===== src/rtl/sivc_pkg.sv =====
// Package: shared constants, source codes and the vector layout function
// for the dual-channel serial interrupt vector controller.
// Assumes channel index 0 is channel B and index 1 is channel A.
package sivc_pkg;
    localparam int NUM_CH   = 2;
    localparam int CH_B     = 0;
    localparam int CH_A     = 1;
    localparam int SRC_PER  = 3;                 // break, transmit, receive
    localparam int PEND_W   = SRC_PER * NUM_CH;
    localparam int VEC_W    = 8;
    localparam int MODE_W   = 2;

    // Three-bit source codes; the vector layouts are built from these.
    typedef enum logic [2:0] {
        SRC_TXB  = 3'b000,
        SRC_RXB  = 3'b010,
        SRC_NONE = 3'b011,
        SRC_TXA  = 3'b100,
        SRC_RXA  = 3'b110
    } src_code_e;

    // Place a source code into the vector: low layout bits 3:1,
    // high layout bit-reversed in bits 6:4.
    function automatic logic [VEC_W-1:0] vec_encode(input src_code_e code,
                                                   input logic hi);
        logic [2:0] c;
        c = code;
        if (hi)
            return {1'b0, c[0], c[1], c[2], 4'b0000};
        else
            return {4'b0000, c, 1'b0};
    endfunction
endpackage


===== src/rtl/sivc_chan.sv =====
// Module: per-channel interrupt source tracker.
// Holds receive pending / in-service state, a held transmit event, transmit
// in-service state and a registered break flag, and forms the channel's
// request. Assumes strobes are single-cycle and enables are steady levels.
module sivc_chan
    import sivc_pkg::*;
(
    input  logic              clk,
    input  logic              rst_n,
    input  logic              tx_en,
    input  logic [MODE_W-1:0] rx_mode,
    input  logic              brk_en,
    input  logic              brk_sts,
    input  logic              rx_evt,
    input  logic              tx_evt,
    input  logic              rx_ack,
    input  logic              tx_ack,
    input  logic              ius_rst,
    output logic [SRC_PER-1:0] pend,     // {receive, transmit, break}
    output logic              rx_svc,
    output logic              tx_svc,
    output logic              req
);
    logic rx_pend_q, rx_svc_q, tx_hold_q, tx_shown_q, tx_svc_q, tx_bit_q, brk_q;
    logic rx_pend_d, rx_svc_d, tx_hold_d, tx_shown_d, tx_svc_d, tx_bit_d;
    logic rx_mode_on;

    // Next state: clears first, then new events, then transmit presentation.
    always_comb begin
        rx_pend_d  = rx_pend_q;
        rx_svc_d   = rx_svc_q;
        tx_hold_d  = tx_hold_q;
        tx_shown_d = tx_shown_q;
        tx_svc_d   = tx_svc_q;
        tx_bit_d   = tx_bit_q;
        if (rx_ack) begin
            rx_pend_d = 1'b0;
            rx_svc_d  = 1'b0;
        end
        if (tx_ack) begin
            tx_hold_d  = 1'b0;
            tx_shown_d = 1'b0;
            tx_svc_d   = 1'b0;
            tx_bit_d   = 1'b0;
        end
        if (ius_rst) begin
            if (rx_svc_q)
                rx_svc_d = 1'b0;
            else if (tx_svc_q)
                tx_svc_d = 1'b0;
        end
        if (rx_evt) begin
            rx_pend_d = 1'b1;
            rx_svc_d  = 1'b1;
        end
        if (tx_evt)
            tx_hold_d = 1'b1;
        if (tx_hold_d && !tx_shown_d && !rx_svc_d) begin
            tx_shown_d = 1'b1;
            tx_svc_d   = 1'b1;
            tx_bit_d   = tx_en;
        end
    end

    // State registers with synchronous hard reset.
    always_ff @(posedge clk) begin
        if (!rst_n) begin
            rx_pend_q  <= 1'b0;
            rx_svc_q   <= 1'b0;
            tx_hold_q  <= 1'b0;
            tx_shown_q <= 1'b0;
            tx_svc_q   <= 1'b0;
            tx_bit_q   <= 1'b0;
            brk_q      <= 1'b0;
        end else begin
            rx_pend_q  <= rx_pend_d;
            rx_svc_q   <= rx_svc_d;
            tx_hold_q  <= tx_hold_d;
            tx_shown_q <= tx_shown_d;
            tx_svc_q   <= tx_svc_d;
            tx_bit_q   <= tx_bit_d;
            brk_q      <= brk_en & brk_sts;
        end
    end

    // Receive modes 01 and 10 allow a receive request.
    assign rx_mode_on = (rx_mode == 2'b01) || (rx_mode == 2'b10);

    // Channel request and outputs.
    assign req    = (tx_en & tx_hold_q) | (rx_mode_on & rx_pend_q) | brk_q;
    assign pend   = {rx_pend_q, tx_bit_q, brk_q};
    assign rx_svc = rx_svc_q;
    assign tx_svc = tx_svc_q;
endmodule


===== src/rtl/sivc_vec_sel.sv =====
// Module: vector selector. Picks the highest-priority in-service source
// (A receive, B receive, A transmit, B transmit) and lays out its code
// according to the status mode. Purely combinational over registered state.
module sivc_vec_sel
    import sivc_pkg::*;
(
    input  logic [NUM_CH-1:0] rx_svc,
    input  logic [NUM_CH-1:0] tx_svc,
    input  logic              status_hi,
    output logic [VEC_W-1:0]  vector
);
    src_code_e code;

    // Priority pick: later assignments override earlier, lowest first.
    always_comb begin
        code = SRC_NONE;
        if (tx_svc[CH_B]) code = SRC_TXB;
        if (tx_svc[CH_A]) code = SRC_TXA;
        if (rx_svc[CH_B]) code = SRC_RXB;
        if (rx_svc[CH_A]) code = SRC_RXA;
    end

    // Layout of the selected code.
    assign vector = vec_encode(code, status_hi);
endmodule


===== src/rtl/serial_irq_vec.sv =====
// Module: top of the dual-channel serial interrupt vector controller.
// Instantiates one tracker per channel, assembles the shared pending
// register, ORs the channel requests and drives the vector.
// Assumes index 0 = channel B, index 1 = channel A.
module serial_irq_vec
    import sivc_pkg::*;
(
    input  logic                     clk,
    input  logic                     rst_n,
    input  logic                     status_hi,
    input  logic [NUM_CH-1:0]        tx_en,
    input  logic [MODE_W*NUM_CH-1:0] rx_mode,
    input  logic [NUM_CH-1:0]        brk_en,
    input  logic [NUM_CH-1:0]        brk_sts,
    input  logic [NUM_CH-1:0]        rx_evt,
    input  logic [NUM_CH-1:0]        tx_evt,
    input  logic [NUM_CH-1:0]        rx_ack,
    input  logic [NUM_CH-1:0]        tx_ack,
    input  logic [NUM_CH-1:0]        ius_rst,
    output logic                     irq,
    output logic [PEND_W-1:0]        pending,
    output logic [VEC_W-1:0]         vector
);
    logic [NUM_CH-1:0] rx_svc;
    logic [NUM_CH-1:0] tx_svc;
    logic [NUM_CH-1:0] req;

    // One source tracker per channel.
    for (genvar i = 0; i < NUM_CH; i++) begin : g_ch
        sivc_chan u_chan (
            .clk     (clk),
            .rst_n   (rst_n),
            .tx_en   (tx_en[i]),
            .rx_mode (rx_mode[MODE_W*i +: MODE_W]),
            .brk_en  (brk_en[i]),
            .brk_sts (brk_sts[i]),
            .rx_evt  (rx_evt[i]),
            .tx_evt  (tx_evt[i]),
            .rx_ack  (rx_ack[i]),
            .tx_ack  (tx_ack[i]),
            .ius_rst (ius_rst[i]),
            .pend    (pending[SRC_PER*i +: SRC_PER]),
            .rx_svc  (rx_svc[i]),
            .tx_svc  (tx_svc[i]),
            .req     (req[i])
        );
    end

    // Combined request line.
    assign irq = |req;

    // Vector selection.
    sivc_vec_sel u_vec (
        .rx_svc    (rx_svc),
        .tx_svc    (tx_svc),
        .status_hi (status_hi),
        .vector    (vector)
    );
endmodule


===== config.mk =====
export PLATFORM = sky130hd
export DESIGN_NAME = serial_irq_vec
export DESIGN_NICKNAME = d
export VERILOG_FILES = /design/src/rtl/sivc_pkg.sv /design/src/rtl/sivc_chan.sv /design/src/rtl/sivc_vec_sel.sv /design/src/rtl/serial_irq_vec.sv
export SDC_FILE = /design/constraint.sdc
export NUM_CORES = 1
export LEC_CHECK = 0
export BUFFER_PORTS_ARGS = -buffer_cell sky130_fd_sc_hd__buf_2
export CAP_MARGIN = 40
export CORE_MARGIN = 2
export CORE_UTILIZATION = 35
export DETAILED_ROUTE_END_ITERATION = 10
export SYNTH_ARGS = -nofsm -noshare
export SYNTH_HDL_FRONTEND = slang
export SYNTH_SLANG_ARGS = --single-unit
export TNS_END_PERCENT = 10

===== constraint.sdc =====
create_clock -name clk -period 1.23 [get_ports clk]
set_input_delay 0.246 -clock clk [delete_from_list [all_inputs] [get_ports clk]]
set_output_delay 0.246 -clock clk [all_outputs]
set_load 0.01 [all_outputs]

After elaboration in Yosys (flattened, before gate mapping)
Cells that the tools add are included.
W data, S select, Z words.
{"block": "totals", "ff_bits": 14, "output_inout_bits": 15, "wordCells": 82}
{"block": "op_classes", "eq_ne": 4, "muxes": 39, "n_bitwise": 10, "reduce_logical": 15}
{"operator": "$mux W1", "count": 34}
{"operator": "$mux W3", "count": 3}
{"operator": "$reduce_bool A2 Y1", "count": 4}
{"operator": "$mux W7", "count": 1}
{"operator": "$and A1 B1 Y1", "count": 6}
{"operator": "$eq A2 B1 Y1 const B", "count": 2}
{"operator": "$eq A2 B2 Y1 const B", "count": 2}
{"operator": "$logic_and A1 B1 Y1", "count": 4}
{"operator": "$logic_not A1 Y1", "count": 4}
{"operator": "$or A1 B1 Y1", "count": 4}
{"operator": "$logic_or A1 B1 Y1", "count": 2}
{"operator": "$mux W2", "count": 1}
{"operator": "$reduce_or A2 Y1", "count": 1}

Depth between registers and ports, before layout
{"block": "depth", "word_depth": 7, "mapped_depth": 3, "mapped_depth_nobuf": 3}

Hierarchy
From an unflattened synthesis, not the netlist that was laid out.
{"block": "hier_totals", "cells_unflattened": 71, "hier_area_um2": 755.7}
{"module": "sivc_chan", "instances": 2, "cells_each": 29, "area_each_um2": 330.3, "seq_area_each_um2": 140.1}
{"module": "sivc_vec_sel", "instances": 1, "cells_each": 12, "area_each_um2": 88.8, "seq_area_each_um2": 0.0}
{"module": "serial_irq_vec", "instances": 1, "cells_each": 1, "area_each_um2": 6.3, "seq_area_each_um2": 0.0}

Least setup slack after synthesis
Ideal clock, no wire load.
{"block": "synth_path", "path_type": "register to output", "from": "register g_ch[0].u_chan.tx_hold_q", "to": "output port irq", "arrival_ns": 0.881, "t_required_ns": 0.984, "slack_ns": 0.103, "path_stages_with_launch": 4, "path_buffers": 0, "path_cell_list": "dfxtp_1 a211o_1 a221oi_1 nand2_1"}
{"block": "synth_via", "elab_chain_len": 4}
{"item": "from (decl)", "line": "sivc_chan.sv:24", "source": "logic rx_pend_q, rx_svc_q, tx_hold_q, tx_shown_q, tx_svc_q, tx_bit_q, brk_q;"}
{"item": "from (signal assigned)", "line": "sivc_chan.sv:78", "source": "tx_hold_q <= tx_hold_d;"}
{"item": "$and A1 B1 Y1", "line": "sivc_chan.sv:90", "source": "assign req = (tx_en & tx_hold_q) | (rx_mode_on & rx_pend_q) | brk_q;"}
{"item": "$or A1 B1 Y1 (2 in series)", "line": "sivc_chan.sv:90"}
{"item": "$reduce_or A2 Y1", "line": "serial_irq_vec.sv:50", "source": "assign irq = |req;"}
{"item": "to (decl)", "line": "serial_irq_vec.sv:20", "source": "output logic irq,"}
No other way between the ends.

Final worst setup path
{"block": "layout_path", "from": "register g_ch[1].u_chan.brk_q", "to": "output port irq"}
{"block": "layout_via", "elab_chain_len": 2}
{"item": "from (decl)", "line": "sivc_chan.sv:24"}
{"item": "from (signal assigned)", "line": "sivc_chan.sv:82", "source": "brk_q <= brk_en & brk_sts;"}
{"item": "$or A1 B1 Y1", "line": "sivc_chan.sv:90"}
{"item": "$reduce_or A2 Y1", "line": "serial_irq_vec.sv:50"}
No other way between the ends.

==> flow_summary.yaml <==
drt:
  wl_per_cell_um: 10.9
  drt_iter0_drc: 5
  postRouteAntennaNets: 0
  drc: 0
  wl_um: 1480
  viasPerCell: 4.61
  drt_first_pass_iters: 3
  route.vias.total: 622
worst_setup_path:
  endpoint_kind: "output pin"
  cp-start-kind: "flop"
  required_ns: 0.98
  worst-setup-path-type: "flop to output pin"
  worst-path-max-fanout: 2
  crit_path_top_delay_cell: "dfxtp_1"
  worstPathCellList: "a211o_1 -> a221oi_2 -> nand2_1 -> buf_2"
  r2r_setup_slack_ns: 0.08
  worstPathArrival_ns: 1.27
  crit_path_max_incr_delay_ns: 0.31
clocking:
  htreeDepth: 1
  clockBufferDepth: 2
  clkTransAtPathRegs_ns: 0.08
  clkSinkCount: 14
  clk_latency_ns: 0.28
  numCtsBuffers: 3
  cts_tree: "done"
  root_buffer: "clkbuf_4"
sta:
  fmax_ghz: 0.661
  setup_viol: 7
  hold-worst-slack_ns: 0.181
  fin_crit_ns: 1.51
  worst_slack_ns: -0.282
  rsz0062_at_grt: "true"
  finalSetupTns_ns: -0.645
  clock-skew-final_ns: 0.000375
  period_share_pct: 123
  final-hold-violation-count: 0
  finalMaxSlewViolations: 0
grt:
  use_met3_pct: 5.76
  use_met1_pct: 14.6
  grt_busiest_layer: "met2"
  grt_antenna_before_repair: 0
  gr-usage-met2_pct: 22.8
  grt_pass1_vias: 587
  grt_util_all_layers_pct: 13.3
  grt_first_pass_wirelength_um: 2480
  grt_max_degree: 17
  grt-ovfl-total: 0
run:
  max_cap_viol_count: 0
power_and_ir_drop:
  pwr-share-comb_pct: 20.4
  ir_drop_uv: 670
  switching_share_pct: 26.3
  power_frac_seq_pct: 47.9
  pwr-share-clk_pct: 31.7
  p_leak_uw: 0.000467
  net-switching-power_uw: 275
  intPower_uw: 773
  power_density_nw_per_um2: 1060
placement:
  place_congestion: 0.682
  dp_hpwl_um: 1170
  port_buffers: 35
floorplan:
  dieArea_um2: 2500
  num_io_pins: 38
  die_y_um: 50.0
  coreArea_um2: 1980
  die_w_um: 50.0
  initial_utilization_pct: 37.4
  rows: 16
layout:
  drive_above_1_share_pct: 55.6
  fillers: 208
  antenna_cells: 0
  area_growth_pct: 33.1
  fin_nets: 132
synth:
  synth_enable_flop_cells: 0
  synth_seq_cells: 14
  synth_mux_area_share_pct: 2.70
  yosys.area_share.simple_pct: 24.5
  synth_flop_cell: "dfxtp_1"
  yosys.area_share.xor_xnor_pct: 2.36
  synth_fa_ha_area_share_pct: 0
  netlist_area_um2: 742
  synth-seq-area-share_pct: 37.8
  synth-compound-area-share_pct: 21.6
  synthArstFlopShare_pct: 0
  synth_top_family_by_area: "simple AND/OR/NAND/NOR gates"
  ys_warn_count: 0
  synth.distinct_cells: 24
  synth_area_per_cell_um2: 9.89
  syn_inst: 75
worst_hold_path:
  hold_class: "input port to flop"
outcome:
  failed_checks: "setup timing"
  outcome: "finished, violations left"
-- metrics by stage --
step / instance area, um2 / total power, uW / cells / util [%] / setup slack [ns]
2_1_floorplan: 746 / 634 / 76 / - / 0.103
3_3_place_gp: 906 / 707 / 131 / 45.7 / -0.148
3_5_place_dp: 906 / 713 / 131 / 45.7 / -0.147
4_1_cts: 973 / 1060 / 135 / 49.1 / -0.315
5_1_grt: 987 / 1110 / 135 / 49.8 / -0.407
6_report: 987 / 1050 / 135 / 49.8 / -0.282
-- placed cells by master (no fill, tap or decap), drive strengths merged --
cell type,n
nand2b,2
a211oi,1
and3b,1
conb,2
o21a,8
mux2i,2
nor3b,3
dfxtp,14
nand3b,2
nor2b,7
a21boi,2
xor2,2
and3,3
a211o,1
nor2,4
a21oi,1
buf,37
nand2,4
clkbuf,4
a221oi,1
inv,4
nor3,1
a2111oi,2
-- power by group through the flow --
| stage | clock network (uW) | logic [uW] | registers [uW] |
|---|---|---|---|
| after detailed placement | 0 | 206 | 507 |
| after global routing | 366 | 235 | 507 |
| final | 333 | 214 | 502 |
| after global placement | 0 | 202 | 505 |
| after CTS | 342 | 214 | 502 |
| after floorplan | 0 | 130 | 503 |
-- sequential cells by signal, indices dropped and copies added (netlist names) --
register	flops
g_ch.u_chan.tx_shown_q	2
g_ch.u_chan.brk_q	2
g_ch.u_chan.tx_svc	2
g_ch.u_chan.rx_pend_q	2
g_ch.u_chan.tx_bit_q	2
g_ch.u_chan.rx_svc	2
g_ch.u_chan.tx_hold_q	2
-- final cells by class --
type,instances,area [um2],area share [%]
flip-flops and latches,14,293,29.7
inverters,4,15.0,1.52
repair buffers,37,190,19.3
well taps,27,33.8,3.42
clock buffers,4,36.3,3.68
multi-input cells,49,419,42.5
-- cells by family after synthesis --
| kind of cell | count (synthesis) |
|---|---|
| and+or+nand+nor | 27 |
| AOI/OAI and AO/OA | 16 |
| DFF | 14 |
| buffers and inverters | 13 |
| xor gates and xnor gates | 2 |
| muxes | 2 |
| other | 1 |
-- timing repair --
| action | CTS | global route |
|---|---|---|
| gates resized for setup | 12 | 5 |
| pin swaps | 3 | 2 |
| hold buffers | 0 | 0 |
| setup buffers | 0 | 0 |
| setup endpoints to repair | 8 | 9 |
-- synth_stat cells, types with 2 or more instances --
cell type | instances | area, um2
nor2b_1 | 7 | 43.8
o21a_1 | 8 | 60.1
nand2b_4 | 2 | 27.5
dfxtp_1 | 14 | 280
buf_4 | 8 | 60.1
inv_1 | 4 | 15.0
a2111oi_4 | 2 | 55.1
a21boi_0 | 2 | 15.0
mux2i_1 | 2 | 20.0
nor3b_2 | 2 | 25.0
nor2_1 | 4 | 15.0
xor2_1 | 2 | 17.5
nand3b_1 | 2 | 15.0
and3_1 | 3 | 18.8
nand2_1 | 4 | 15.0
-- layer usage --
metal	wire [um]	part of all wire, %
met1	604	41
met2	749	51
met3	111	7.5
met4	12	0.81
met5	0	0
-- final timing paths --
kind / from / endpoint / depth (start not counted)
max reg2reg: g_ch[0].u_chan.tx_hold_q$_SDFF_PN0_ / g_ch[0].u_chan.tx_bit_q$_SDFFE_PN0P_ / 4
max: g_ch[1].u_chan.brk_q$_SDFF_PN0_ / irq / 4
min: brk_sts[1] / g_ch[1].u_chan.brk_q$_SDFF_PN0_ / 2
min reg2reg: g_ch[1].u_chan.tx_bit_q$_SDFFE_PN0P_ / g_ch[1].u_chan.tx_bit_q$_SDFFE_PN0P_ / 2
-- worst max-delay path, delay by kind of cell, from the launching register on --
| family | cells | cell delay, ns |
|---|---|---|
| compound gates | 2 | 0.47 |
| simple gates | 1 | 0.07 |
| flops | 1 | 0.31 |
| buf+inv | 1 | 0.14 |
No activity file was read; power rests on OpenSTA's default activity.
